## src/rtl/qrs_pkg.sv

```systemverilog
package qrs_pkg;

   typedef enum logic [2:0] {
      OP_NOP  = 3'd0,
      OP_DOT  = 3'd1,
      OP_UPD  = 3'd2,
      OP_SQRT = 3'd3,
      OP_DIVR = 3'd4,
      OP_DIVQ = 3'd5
   } qrs_op_e;

   typedef enum logic [2:0] {
      ST_NORM,
      ST_XDOT,
      ST_UPD,
      ST_SQRT,
      ST_DIVR,
      ST_DIVQ
   } qrs_stage_e;

   function automatic qrs_op_e stage_to_op(input qrs_stage_e st);
      case (st)
         ST_NORM, ST_XDOT: return OP_DOT;
         ST_UPD:           return OP_UPD;
         ST_SQRT:          return OP_SQRT;
         ST_DIVR:          return OP_DIVR;
         ST_DIVQ:          return OP_DIVQ;
         default:          return OP_NOP;
      endcase
   endfunction

endpackage

```

## src/rtl/qrs_issue_ctl.sv

```systemverilog
module qrs_issue_ctl (
   input  logic clk,
   input  logic rst_n,
   input  logic start,
   input  logic fire,
   input  logic last,
   output logic launch,
   output logic busy,
   output logic done
);

   assign launch = start & ~busy;

   always_ff @(posedge clk) begin
      if (!rst_n) begin
         busy <= 1'b0;
         done <= 1'b0;
      end else begin
         done <= fire & last;
         if (launch)
            busy <= 1'b1;
         else if (fire && last)
            busy <= 1'b0;
      end
   end

endmodule

```

## src/rtl/qrs_walker.sv

```systemverilog
module qrs_walker
   import qrs_pkg::*;
#(
   parameter int N_COLS = 4,
   parameter int IDX_W  = 2
) (
   input  logic             clk,
   input  logic             rst_n,
   input  logic             launch,
   input  logic             fire,
   output qrs_stage_e       stage,
   output logic [IDX_W-1:0] k_idx,
   output logic [IDX_W-1:0] j_idx,
   output logic             last
);

   localparam logic [IDX_W-1:0] IDX_MAX = IDX_W'(N_COLS - 1);
   localparam logic [IDX_W-1:0] IDX_ONE = IDX_W'(1);

   logic k_end;
   logic j_end;

   generate
      if (N_COLS == 1) begin : g_single
         assign k_end = 1'b1;
         assign j_end = 1'b1;
      end else begin : g_multi
         assign k_end = (k_idx == IDX_MAX);
         assign j_end = (j_idx == IDX_MAX);
      end
   endgenerate

   qrs_stage_e       nxt_stage;
   logic [IDX_W-1:0] nxt_k;
   logic [IDX_W-1:0] nxt_j;

   always_comb begin
      nxt_stage = stage;
      nxt_k     = k_idx;
      nxt_j     = j_idx;
      case (stage)
         ST_NORM: begin
            if (k_end) begin
               nxt_stage = ST_SQRT;
               nxt_k     = '0;
               nxt_j     = '0;
            end else begin
               nxt_stage = ST_XDOT;
               nxt_j     = k_idx + IDX_ONE;
            end
         end
         ST_XDOT: begin
            if (j_end) begin
               nxt_stage = ST_UPD;
               nxt_j     = k_idx + IDX_ONE;
            end else begin
               nxt_j = j_idx + IDX_ONE;
            end
         end
         ST_UPD: begin
            if (j_end) begin
               nxt_stage = ST_NORM;
               nxt_k     = k_idx + IDX_ONE;
               nxt_j     = k_idx + IDX_ONE;
            end else begin
               nxt_j = j_idx + IDX_ONE;
            end
         end
         ST_SQRT: begin
            if (k_end) begin
               nxt_stage = ST_DIVQ;
               nxt_j     = k_idx;
            end else begin
               nxt_stage = ST_DIVR;
               nxt_j     = k_idx + IDX_ONE;
            end
         end
         ST_DIVR: begin
            if (j_end) begin
               nxt_stage = ST_DIVQ;
               nxt_j     = k_idx;
            end else begin
               nxt_j = j_idx + IDX_ONE;
            end
         end
         ST_DIVQ: begin
            nxt_stage = ST_SQRT;
            nxt_k     = k_idx + IDX_ONE;
            nxt_j     = k_idx + IDX_ONE;
         end
         default: begin
            nxt_stage = ST_NORM;
            nxt_k     = '0;
            nxt_j     = '0;
         end
      endcase
   end

   assign last = (stage == ST_DIVQ) && k_end;

   always_ff @(posedge clk) begin
      if (!rst_n || launch) begin
         stage <= ST_NORM;
         k_idx <= '0;
         j_idx <= '0;
      end else if (fire) begin
         stage <= nxt_stage;
         k_idx <= nxt_k;
         j_idx <= nxt_j;
      end
   end

endmodule

```

## src/rtl/qrs_instr_fmt.sv

```systemverilog
module qrs_instr_fmt
   import qrs_pkg::*;
#(
   parameter int IDX_W = 2
) (
   input  qrs_stage_e       stage,
   input  logic [IDX_W-1:0] k_idx,
   input  logic [IDX_W-1:0] j_idx,
   output logic [2:0]       op,
   output logic [IDX_W-1:0] out_k,
   output logic [IDX_W-1:0] out_j
);

   qrs_op_e op_e;

   assign op_e  = stage_to_op(stage);
   assign op    = op_e;
   assign out_k = k_idx;
   assign out_j = j_idx;

endmodule

```

## src/rtl/qr_sched_seq.sv

```systemverilog
module qr_sched_seq
   import qrs_pkg::*;
#(
   parameter int N_COLS = 4,
   parameter int IDX_W  = (N_COLS > 1) ? $clog2(N_COLS) : 1
) (
   input  logic             clk,
   input  logic             rst_n,
   input  logic             start,
   input  logic             fifo_afull,
   input  logic             instr_ready,
   output logic             instr_valid,
   output logic [2:0]       instr_op,
   output logic [IDX_W-1:0] instr_k,
   output logic [IDX_W-1:0] instr_j,
   output logic             done
);

   generate
      if (N_COLS < 1) begin : g_bad_cols
         $error("qr_sched_seq: N_COLS must be at least 1");
      end
      if ((1 << IDX_W) < N_COLS) begin : g_bad_idx
         $error("qr_sched_seq: IDX_W too narrow for N_COLS");
      end
   endgenerate

   logic             launch;
   logic             busy;
   logic             fire;
   logic             last;
   qrs_stage_e       stage;
   logic [IDX_W-1:0] k_idx;
   logic [IDX_W-1:0] j_idx;

   assign instr_valid = busy & ~fifo_afull;
   assign fire        = instr_valid & instr_ready;

   qrs_issue_ctl u_ctl (
      .clk    (clk),
      .rst_n  (rst_n),
      .start  (start),
      .fire   (fire),
      .last   (last),
      .launch (launch),
      .busy   (busy),
      .done   (done)
   );

   qrs_walker #(
      .N_COLS (N_COLS),
      .IDX_W  (IDX_W)
   ) u_walk (
      .clk    (clk),
      .rst_n  (rst_n),
      .launch (launch),
      .fire   (fire),
      .stage  (stage),
      .k_idx  (k_idx),
      .j_idx  (j_idx),
      .last   (last)
   );

   qrs_instr_fmt #(
      .IDX_W (IDX_W)
   ) u_fmt (
      .stage (stage),
      .k_idx (k_idx),
      .j_idx (j_idx),
      .op    (instr_op),
      .out_k (instr_k),
      .out_j (instr_j)
   );

endmodule

```

## config.mk

```make
export PLATFORM = sky130hd
export DESIGN_NAME = qr_sched_seq
export DESIGN_NICKNAME = d
export VERILOG_FILES = /design/src/rtl/qrs_pkg.sv /design/src/rtl/qrs_issue_ctl.sv /design/src/rtl/qrs_walker.sv /design/src/rtl/qrs_instr_fmt.sv /design/src/rtl/qr_sched_seq.sv
export SDC_FILE = /design/constraint.sdc
export NUM_CORES = 1
export LEC_CHECK = 0
export BUFFER_PORTS_ARGS = -buffer_cell sky130_fd_sc_hd__buf_2
export CORE_MARGIN = 10
export CORE_UTILIZATION = 37
export DETAILED_ROUTE_END_ITERATION = 7
export GPL_ROUTABILITY_DRIVEN = 1
export PLACE_DENSITY = 0.57
export SLEW_MARGIN = 15
export SYNTH_ARGS = -nofsm -noshare
export SYNTH_HDL_FRONTEND = slang
export SYNTH_HIERARCHICAL = 1
export SYNTH_SLANG_ARGS = --single-unit
```

## constraint.sdc

```tcl
create_clock -name clk -period 2.1 [get_ports clk]
set_clock_uncertainty 0.15 [all_clocks]
set_input_delay 0.525 -clock clk [delete_from_list [all_inputs] [get_ports clk]]
set_output_delay 0.525 -clock clk [all_outputs]
set_load 0.1 [all_outputs]
```

==> results of run 1 <==
[flip-flops by register name, summed over array words and instances (netlist names)]
register	flops
u_ctl/busy	1
u_ctl/done	1
u_walk/j_idx	2
u_walk/k_idx	2
u_walk/stage	3
[layout make-up]
| type | count | area share |
|---|---|---|
| multi-input cells | 72 | 0.551 |
| flip-flops and latches | 9 | 0.197 |
| repair buffers | 17 | 0.153 |
| well taps | 27 | 0.0369 |
| inverters | 8 | 0.0328 |
| clock buffers | 4 | 0.0287 |
[cells in the mapped netlist (2+ instances only)]
cell	number
o21ai_0	5
buf_4	6
nand2b_1	2
inv_1	7
nor2b_1	5
mux2i_1	2
a31oi_1	3
nand3b_1	2
and3_1	4
ha_1	4
buf_2	4
nand2_1	6
a21oi_1	6
nor2_1	7
a32oi_1	2
dfxtp_1	9
[cells by family (layout without fill, tap and decap cells)]
family                     after synthesis  after routing  synth area share
adders and majority gates                5              5            0.0789
buffers and inverters                   18             29             0.122
AOI/OAI and AO/OA                       29             29             0.274
muxes                                    3              3            0.0403
DFF                                      9              9             0.232
and+or+nand+nor                         35             35             0.253
[through the flow]
step	util	TNS (ps)	setup slack (ps)	total power, mW	hold WS, ps
detailed placement	0.448	0	164	0.235	334
CTS	0.461	0	122	0.377	355
global route	0.461	0	52.6	0.395	386
floorplan	-	-530	-274	0.219	302
global placement	0.448	0	165	0.235	329
finish	0.461	0	139	0.370	359
[power by group]
| group | total (mW) | internal, mW | switching (mW) |
|---|---|---|---|
| sequential | 0.177 | 0.174 | 0.00297 |
| combinational | 0.0552 | 0.0198 | 0.0354 |
| clock | 0.138 | 0.0735 | 0.0646 |
[layer usage]
layer,vias to the layer above,wire (um),GRT usage
met3,2,164,0.0508
met5,-,0,0
li1,375,-,-
met4,0,4,0.0241
met1,353,892,0.115
met2,29,971,0.152
[worst paths after layout]
path	slack, ps	endpoint	cells past startpoint
max reg2reg	160	u_walk/k_idx[0]$_SDFFE_PP0P_	5
min reg2reg	360	u_ctl/busy$_SDFFE_PN0P_	1
min	360	u_ctl/busy$_SDFFE_PN0P_	1
max	140	instr_k[0]	1
==> run_results.csv, run 1 <==
group,metric,value,unit
run_status,outcome,"finished clean",
setup_path,cp-startpoint,"u_walk/k_idx[0]$_SDFFE_PP0P_",
setup_path,path_class,"flop to output pin",
place,place_inst,133,
clocking,cts_resized,0,
route,num_vias,759,
synthesis,synthesis.nets,108,
timing,tightest_slew,493,ps
clocking,post-cts-setup-buffers,0,
grt,grt.total_usage,0.0978,
timing,relSlewSlack,0.673,
floorplanning,rows,16,
floorplanning,die_w,65.8,um
route,viasPerCell,5.54,
finish,mostFrequentLayoutCell,"buf_2",
timing,setup-violations-final,0,
route,post_drt_wl_per_cell,14.8,um
finish,design_area,915,um2
synthesis,synth_cell_types,41,
route,wirelength,2030,um
flow_run,drv_cap,0,
route,drc_errors,0,
synthesis,yosysSeqAreaShare,0.232,
setup_path,r2r-start,"u_walk/j_idx[0]$_SDFFE_PP0P_",
finish,multiInputGateArea,504,um2
clocking,cts_max_path_buffers,2,
place,placed_area,888,um2
setup_path,cpPeakStageDelay,520,ps
finish,final_cells,137,
place,io_buffer_count,13,
min_path,hold_class,"flop to flop",
place,gp_congestion,0.804,
grt,grt_overflow,0,
grt,grt_pass1_vias,707,
floorplanning,die_h,65.8,um
timing,hold_viol,0,
power_and_ir_drop,total_leakage_power,0.358,nW
route,initialDrtViolationCount,19,
timing,rsz0062_at_grt,"no",
setup_path,cp.required,1420,ps
clocking,cts.sinks,9,
power_and_ir_drop,powerDensity,404,mW/mm2
synthesis,yosys_warnings,6,
synthesis,synth_flop_cell,"dfxtp_1",
timing,timing.fmax,510,MHz
floorplanning,core_area,0.00198,mm2
grt,grt_max_degree,23,
place,place_hpwl,1500,um
floorplanning,initial_core_util,0.392,
clocking,numCtsBuffers,3,
setup_path,cp_max_fo,9,
clocking,clkTransAtPathRegs,60,ps
timing,fin_crit,1960,ps
finish,regArea,180,um2
finish,area_growth_syn_to_layout,17.7,%
finish,final_cell_mix,"buf_2 (10), dfxtp_1 (9), inv_1 (7), nor2_1 (7)",
clocking,cts_tree,"built",
setup_path,cp_cell_sequence,"buf_2",
finish,layout-drive-gt1-share,0.245,
setup_path,cp-start-kind,"flop",
setup_path,crit_path_top_delay_cell,"dfxtp_1",
synthesis,netlist_area,777,um2
synthesis,ys_ff_latch,9,
route,dr.pass1.iters,4,
clocking,cts_root_buf,"clkbuf_4",
timing,finalCritPeriodShare,0.934,
setup_path,crit_arrival,1290,ps
clocking,ctsHoldBuffers,0,
grt,antenna_found_initial,0,
grt,grt_pass1_wl,3370,um
timing,drv_slew,0,
synthesis,synthCells,99,
finish,num-nets-final,120,
synthesis,synth_edf_count,0,
setup_path,crit_buf_inv,1,
synthesis,async_flop_share,0,
min_path,min_from,"u_ctl/busy$_SDFFE_PN0P_",
floorplanning,dieArea,0.00433,mm2
clocking,clk_latency,260,ps
finish,nFillCells,202,
route,ant_nets,0,
synthesis,yosysTopAreaCellShare,0.232,
finish,antenna_cells,0,
setup_path,end_kind,"output pin",
clocking,cts_max_level,1,
setup_path,crit_family,"flip-flops",
synthesis,ys_top_cells_by_area,"dfxtp_1 (23%), ha_1 (6.4%), buf_4 (5.8%)",
synthesis,synth.avg_cell_area,7.85,um2
power_and_ir_drop,vdd_drop_max,0.000311,V
floorplanning,io_pins,14,
synthesis,synth_largest_area_cell,"dfxtp_1",
Power figures use the tool's default switching activity.
==> run 2, diff against run 1 <==
--- a/config.mk
+++ b/config.mk
@@ -10,7 +10,6 @@
 export CORE_UTILIZATION = 37
 export DETAILED_ROUTE_END_ITERATION = 7
 export GPL_ROUTABILITY_DRIVEN = 1
-export PLACE_DENSITY = 0.57
 export SLEW_MARGIN = 15
 export SYNTH_ARGS = -nofsm -noshare
 export SYNTH_HDL_FRONTEND = slang
==> run 2 against run 1 <==
Power down 0.40%; routed wire length decreased by 8.9%; clock power about the same; design area is the same; worst setup slack improved by 18 ps; flip-flop and latch count did not move; via count increased by 1.8%; highest routed layer unchanged.
==> run_results.csv, run 2 (synthesized netlist as in run 1, its figures left out) <==
group,metric,value,unit
run_status,outcome,"finished clean",
setup_path,cp.required,1420,ps
clocking,clkTransAtPathRegs,60,ps
timing,relSlewSlack,0.674,
route,viasPerCell,5.64,
floorplanning,initial_core_util,0.392,
grt,grt_pass1_wl,3220,um
grt,grt_max_degree,23,
floorplanning,rows,16,
setup_path,cp_max_fo,9,
setup_path,cp-start-kind,"flop",
power_and_ir_drop,total_leakage_power,0.358,nW
route,num_vias,773,
floorplanning,die_w,65.8,um
floorplanning,io_pins,14,
clocking,clk_latency,260,ps
floorplanning,dieArea,0.00433,mm2
timing,drv_slew,0,
route,dr.pass1.iters,5,
finish,final_cells,137,
clocking,post-cts-setup-buffers,0,
clocking,cts_resized,0,
place,gp_congestion,0.852,
timing,rsz0062_at_grt,"no",
timing,setup-violations-final,0,
route,wirelength,1850,um
timing,tightest_slew,493,ps
clocking,ctsHoldBuffers,0,
timing,timing.fmax,515,MHz
clocking,cts_max_path_buffers,2,
setup_path,crit_path_top_delay_cell,"dfxtp_1",
timing,hold_viol,0,
timing,finalCritPeriodShare,0.925,
setup_path,path_class,"flop to output pin",
clocking,cts_root_buf,"clkbuf_4",
finish,largest_register_ffs,3,
clocking,cts_max_level,1,
grt,grt_overflow,0,
finish,mostFrequentLayoutCell,"buf_2",
place,place_inst,133,
clocking,cts.sinks,9,
route,ant_nets,0,
clocking,cts_tree,"built",
setup_path,end_kind,"output pin",
finish,top_register,"u_walk/stage",
grt,grt.total_usage,0.0915,
grt,antenna_found_initial,0,
setup_path,crit_buf_inv,1,
route,drc_errors,0,
floorplanning,die_h,65.8,um
finish,area_growth_syn_to_layout,17.7,%
route,initialDrtViolationCount,23,
place,io_buffer_count,13,
clocking,numCtsBuffers,3,
flow_run,drv_cap,0,
setup_path,cp_cell_sequence,"buf_2",
finish,fin_util,0.461,
grt,grt_pass1_vias,694,
finish,final_cell_mix,"buf_2 (10), dfxtp_1 (9), inv_1 (7), nor2_1 (7)",
setup_path,cpPeakStageDelay,510,ps
finish,antenna_cells,0,
setup_path,crit_family,"flip-flops",
place,place_hpwl,1360,um
floorplanning,core_area,0.00198,mm2
min_path,hold_class,"flop to flop",
place,placed_area,888,um2
finish,design_area,915,um2
finish,largestRegisters,"u_walk/stage: 3 flops, u_walk/j_idx: 2 flops, u_walk/k_idx: 2 flops",
finish,layout-drive-gt1-share,0.245,
finish,num-nets-final,120,
route,post_drt_wl_per_cell,13.5,um
setup_path,crit_arrival,1270,ps
power_and_ir_drop,vdd_drop_max,0.000370,V
timing,fin_crit,1940,ps
power_and_ir_drop,powerDensity,403,mW/mm2
-- run 2: path summary, 6_finish.rpt --
| path | startpoint | end | slack [ps] | cells after the start |
|---|---|---|---|---|
| worst max-delay path | u_walk/k_idx[0]$_SDFFE_PP0P_ | instr_k[0] | 160 | 1 |
| worst min-delay path | u_ctl/busy$_SDFFE_PN0P_ | u_ctl/busy$_SDFFE_PN0P_ | 380 | 1 |
| worst max register to register | u_walk/j_idx[0]$_SDFFE_PP0P_ | u_walk/k_idx[1]$_SDFFE_PP0P_ | 240 | 5 |
| worst min register to register | u_ctl/busy$_SDFFE_PN0P_ | u_ctl/busy$_SDFFE_PN0P_ | 380 | 1 |
-- run 2: area by class of cell --
cell class | count | area [um2]
fill | 196 | 1070
multi-input combinational | 72 | 504
sequential | 9 | 180
timing repair buffer | 17 | 140
tap | 27 | 33.8
inverter | 8 | 30.0
clock buffer | 4 | 26.3
-- run 2: through the flow --
step	worst slack, ps	TNS, ps	hold slack (ps)	total power [mW]
6_report	157	0	376	0.368
5_1_grt	95.3	0	385	0.391
4_1_cts	150	0	363	0.374
3_5_place_dp	239	0	331	0.234
3_3_place_gp	240	0	347	0.234
2_1_floorplan	-274	-530	302	0.219
-- run 2: power by group --
part           total, mW  internal (mW)  switching [mW]
sequential         0.176          0.174         0.00274
combinational     0.0550         0.0198          0.0352
clock              0.137         0.0734          0.0635
total              0.368          0.267           0.101
-- run 2: metal layers --
layer	share of wire	vias to the layer above	wire length, um	global-route usage
met1	0.44	349	811	0.108
met5	0	-	0	0
met2	0.44	43	814	0.141
li1	-	375	-	-
met4	0.018	0	33	0.0241
met3	0.10	6	192	0.0475
==> run 3, diff against run 2 <==
--- a/config.mk
+++ b/config.mk
@@ -7,9 +7,10 @@
 export LEC_CHECK = 0
 export BUFFER_PORTS_ARGS = -buffer_cell sky130_fd_sc_hd__buf_2
 export CORE_MARGIN = 10
-export CORE_UTILIZATION = 37
+export CORE_UTILIZATION = 35
 export DETAILED_ROUTE_END_ITERATION = 7
 export GPL_ROUTABILITY_DRIVEN = 1
+export RECOVER_POWER = 25
 export SLEW_MARGIN = 15
 export SYNTH_ARGS = -nofsm -noshare
 export SYNTH_HDL_FRONTEND = slang
==> run 3 against run 2 <==
Combinational power is 1% higher; clock power is 4% lower; worst setup slack better by 29 ps; largest power group unchanged; clock-buffer cell count stayed put; via count is 3.0% lower.
==> run_results.csv, run 3 (synthesized netlist as in run 1, its figures left out) <==
group,metric,value,unit
finish,antenna_cells,0,
place,gp_congestion,0.915,
floorplanning,die_h,67.1,um
finish,largestRegisters,"u_walk/stage: 3 flops, u_walk/j_idx: 2 flops, u_walk/k_idx: 2 flops",
floorplanning,initial_core_util,0.381,
setup_path,crit_arrival,1240,ps
timing,setup-violations-final,0,
power_and_ir_drop,p_int,267,uW
setup_path,cpPeakStageDelay,410,ps
floorplanning,rows,16,
route,post_drt_wl_per_cell,13.8,um
place,io_buffer_count,13,
grt,grt.total_usage,0.0901,
clocking,cts_tree,"built",
timing,rsz0062_at_grt,"no",
setup_path,cp_max_fo,2,
finish,layout-drive-gt1-share,0.250,
power_and_ir_drop,combPwrFrac,0.153,
route,dr.pass1.iters,4,
clocking,cts_max_level,1,
timing,hold_viol,0,
power_and_ir_drop,p_seq_frac,0.484,
clocking,cts.sinks,9,
place,place_hpwl,1470,um
clocking,post-cts-setup-buffers,0,
grt,antenna_found_initial,0,
grt,grt_max_degree,23,
power_and_ir_drop,powerDensity,393,mW/mm2
power_and_ir_drop,switching_share,0.267,
place,placed_area,903,um2
clocking,cts_root_buf,"clkbuf_4",
finish,num-nets-final,122,
grt,grt_pass1_wl,3280,um
timing,finalCritPeriodShare,0.911,
timing,timing.fmax,523,MHz
timing,fin_crit,1910,ps
finish,final_cell_mix,"buf_2 (10), dfxtp_1 (9), inv_1 (7), nor2_1 (7)",
power_and_ir_drop,clockPowerShare,0.363,
setup_path,path_class,"flop to output pin",
timing,relSlewSlack,0.676,
finish,largest_register_ffs,3,
setup_path,cp_cell_sequence,"inv_1 > maj3_2 > buf_2",
floorplanning,dieArea,0.00450,mm2
power_and_ir_drop,vdd_drop_max,0.000361,V
min_path,hold_class,"flop to flop",
power_and_ir_drop,switchingPower,97.1,uW
floorplanning,die_w,67.1,um
finish,area_growth_syn_to_layout,19.2,%
power_and_ir_drop,total_leakage_power,0.365,nW
floorplanning,core_area,0.00204,mm2
clocking,clkTransAtPathRegs,60,ps
setup_path,cp.required,1420,ps
grt,grt_overflow,0,
route,wirelength,1920,um
finish,top_register,"u_walk/stage",
timing,tightest_slew,490,ps
timing,setup_tns,0,ps
timing,drv_slew,0,
setup_path,cp-start-kind,"flop",
floorplanning,io_pins,14,
route,drc_errors,0,
setup_path,crit_family,"buffers and inverters",
clocking,numCtsBuffers,3,
setup_path,crit_path_top_delay_cell,"buf_2",
timing,hold_ws,369,ps
route,ant_nets,0,
route,initialDrtViolationCount,31,
clocking,cts_max_path_buffers,2,
place,pre_cts_slack,261,ps
setup_path,crit_buf_inv,2,
finish,mostFrequentLayoutCell,"buf_2",
flow_run,drv_cap,0,
setup_path,end_kind,"output pin",
clocking,clk_latency,260,ps
finish,final_cells,139,
clocking,cts_resized,0,
grt,grt_pass1_vias,722,
timing,setup_slack,186,ps
route,num_vias,750,
clocking,ctsHoldBuffers,0,
place,place_inst,135,
finish,design_area,926,um2
route,viasPerCell,5.40,
run_status,outcome,"finished clean",
==> run 3: cell types whose count changed in the layout (fill, tap and decap cells not counted) <==
cell      delta
clkbuf_1     +1
buf_4        +1
==> run 3: path summary, 6_finish.rpt <==
kind                                                     end  cells after the start                         start  slack (ps)
worst max register to register  u_walk/k_idx[0]$_SDFFE_PP0P_                      5  u_walk/j_idx[1]$_SDFFE_PP0P_         250
worst min register to register       u_ctl/busy$_SDFFE_PN0P_                      1       u_ctl/busy$_SDFFE_PN0P_         370
worst min-delay path                 u_ctl/busy$_SDFFE_PN0P_                      1       u_ctl/busy$_SDFFE_PN0P_         370
worst max-delay path                             instr_op[0]                      3  u_walk/stage[1]$_SDFFE_PP0P_         190
==> run 3: stage by stage <==
| step | power [mW] | util |
|---|---|---|
| 2_1_floorplan | 0.219 | - |
| 3_3_place_gp | 0.235 | 0.442 |
| 3_5_place_dp | 0.236 | 0.442 |
| 4_1_cts | 0.371 | 0.455 |
| 5_1_grt | 0.383 | 0.453 |
| 6_report | 0.364 | 0.453 |
==> run 3: layer usage <==
layer  share of wire  wire length (um)  track usage  up-vias
li1                -                 -            -      377
met1            0.41               783       0.0994      340
met2            0.50               953        0.155       31
met3           0.089               171       0.0368        2
met4          0.0047                 9       0.0256        0
met5               0                 0            0        -
==> run 3: area by class of cell <==
type,count,area [um2]
clock buffers,4,26.3
fillers,205,1120
inverters,8,30.0
multi-input cells,72,504
flip-flops and latches,9,180
well taps,27,33.8
repair buffers,19,151
==> run 3: power groups by stage <==
| stage | Sequential [mW] | Combinational (mW) | Clock, mW |
|---|---|---|---|
| floorplan | 0.180 | 0.0389 | 0 |
| global placement | 0.180 | 0.0555 | 0 |
| detailed placement | 0.180 | 0.0558 | 0 |
| CTS | 0.176 | 0.0561 | 0.139 |
| global route | 0.177 | 0.0593 | 0.147 |
| finish | 0.176 | 0.0557 | 0.132 |
==> run 3: worst reg2reg max path, delay by kind of cell, from the launching register on <==
family          cells  cell delay, ps
compound gates      1             400
flops               1             390
fa+ha+maj           1             360
mux                 1             240
simple gates        2             180
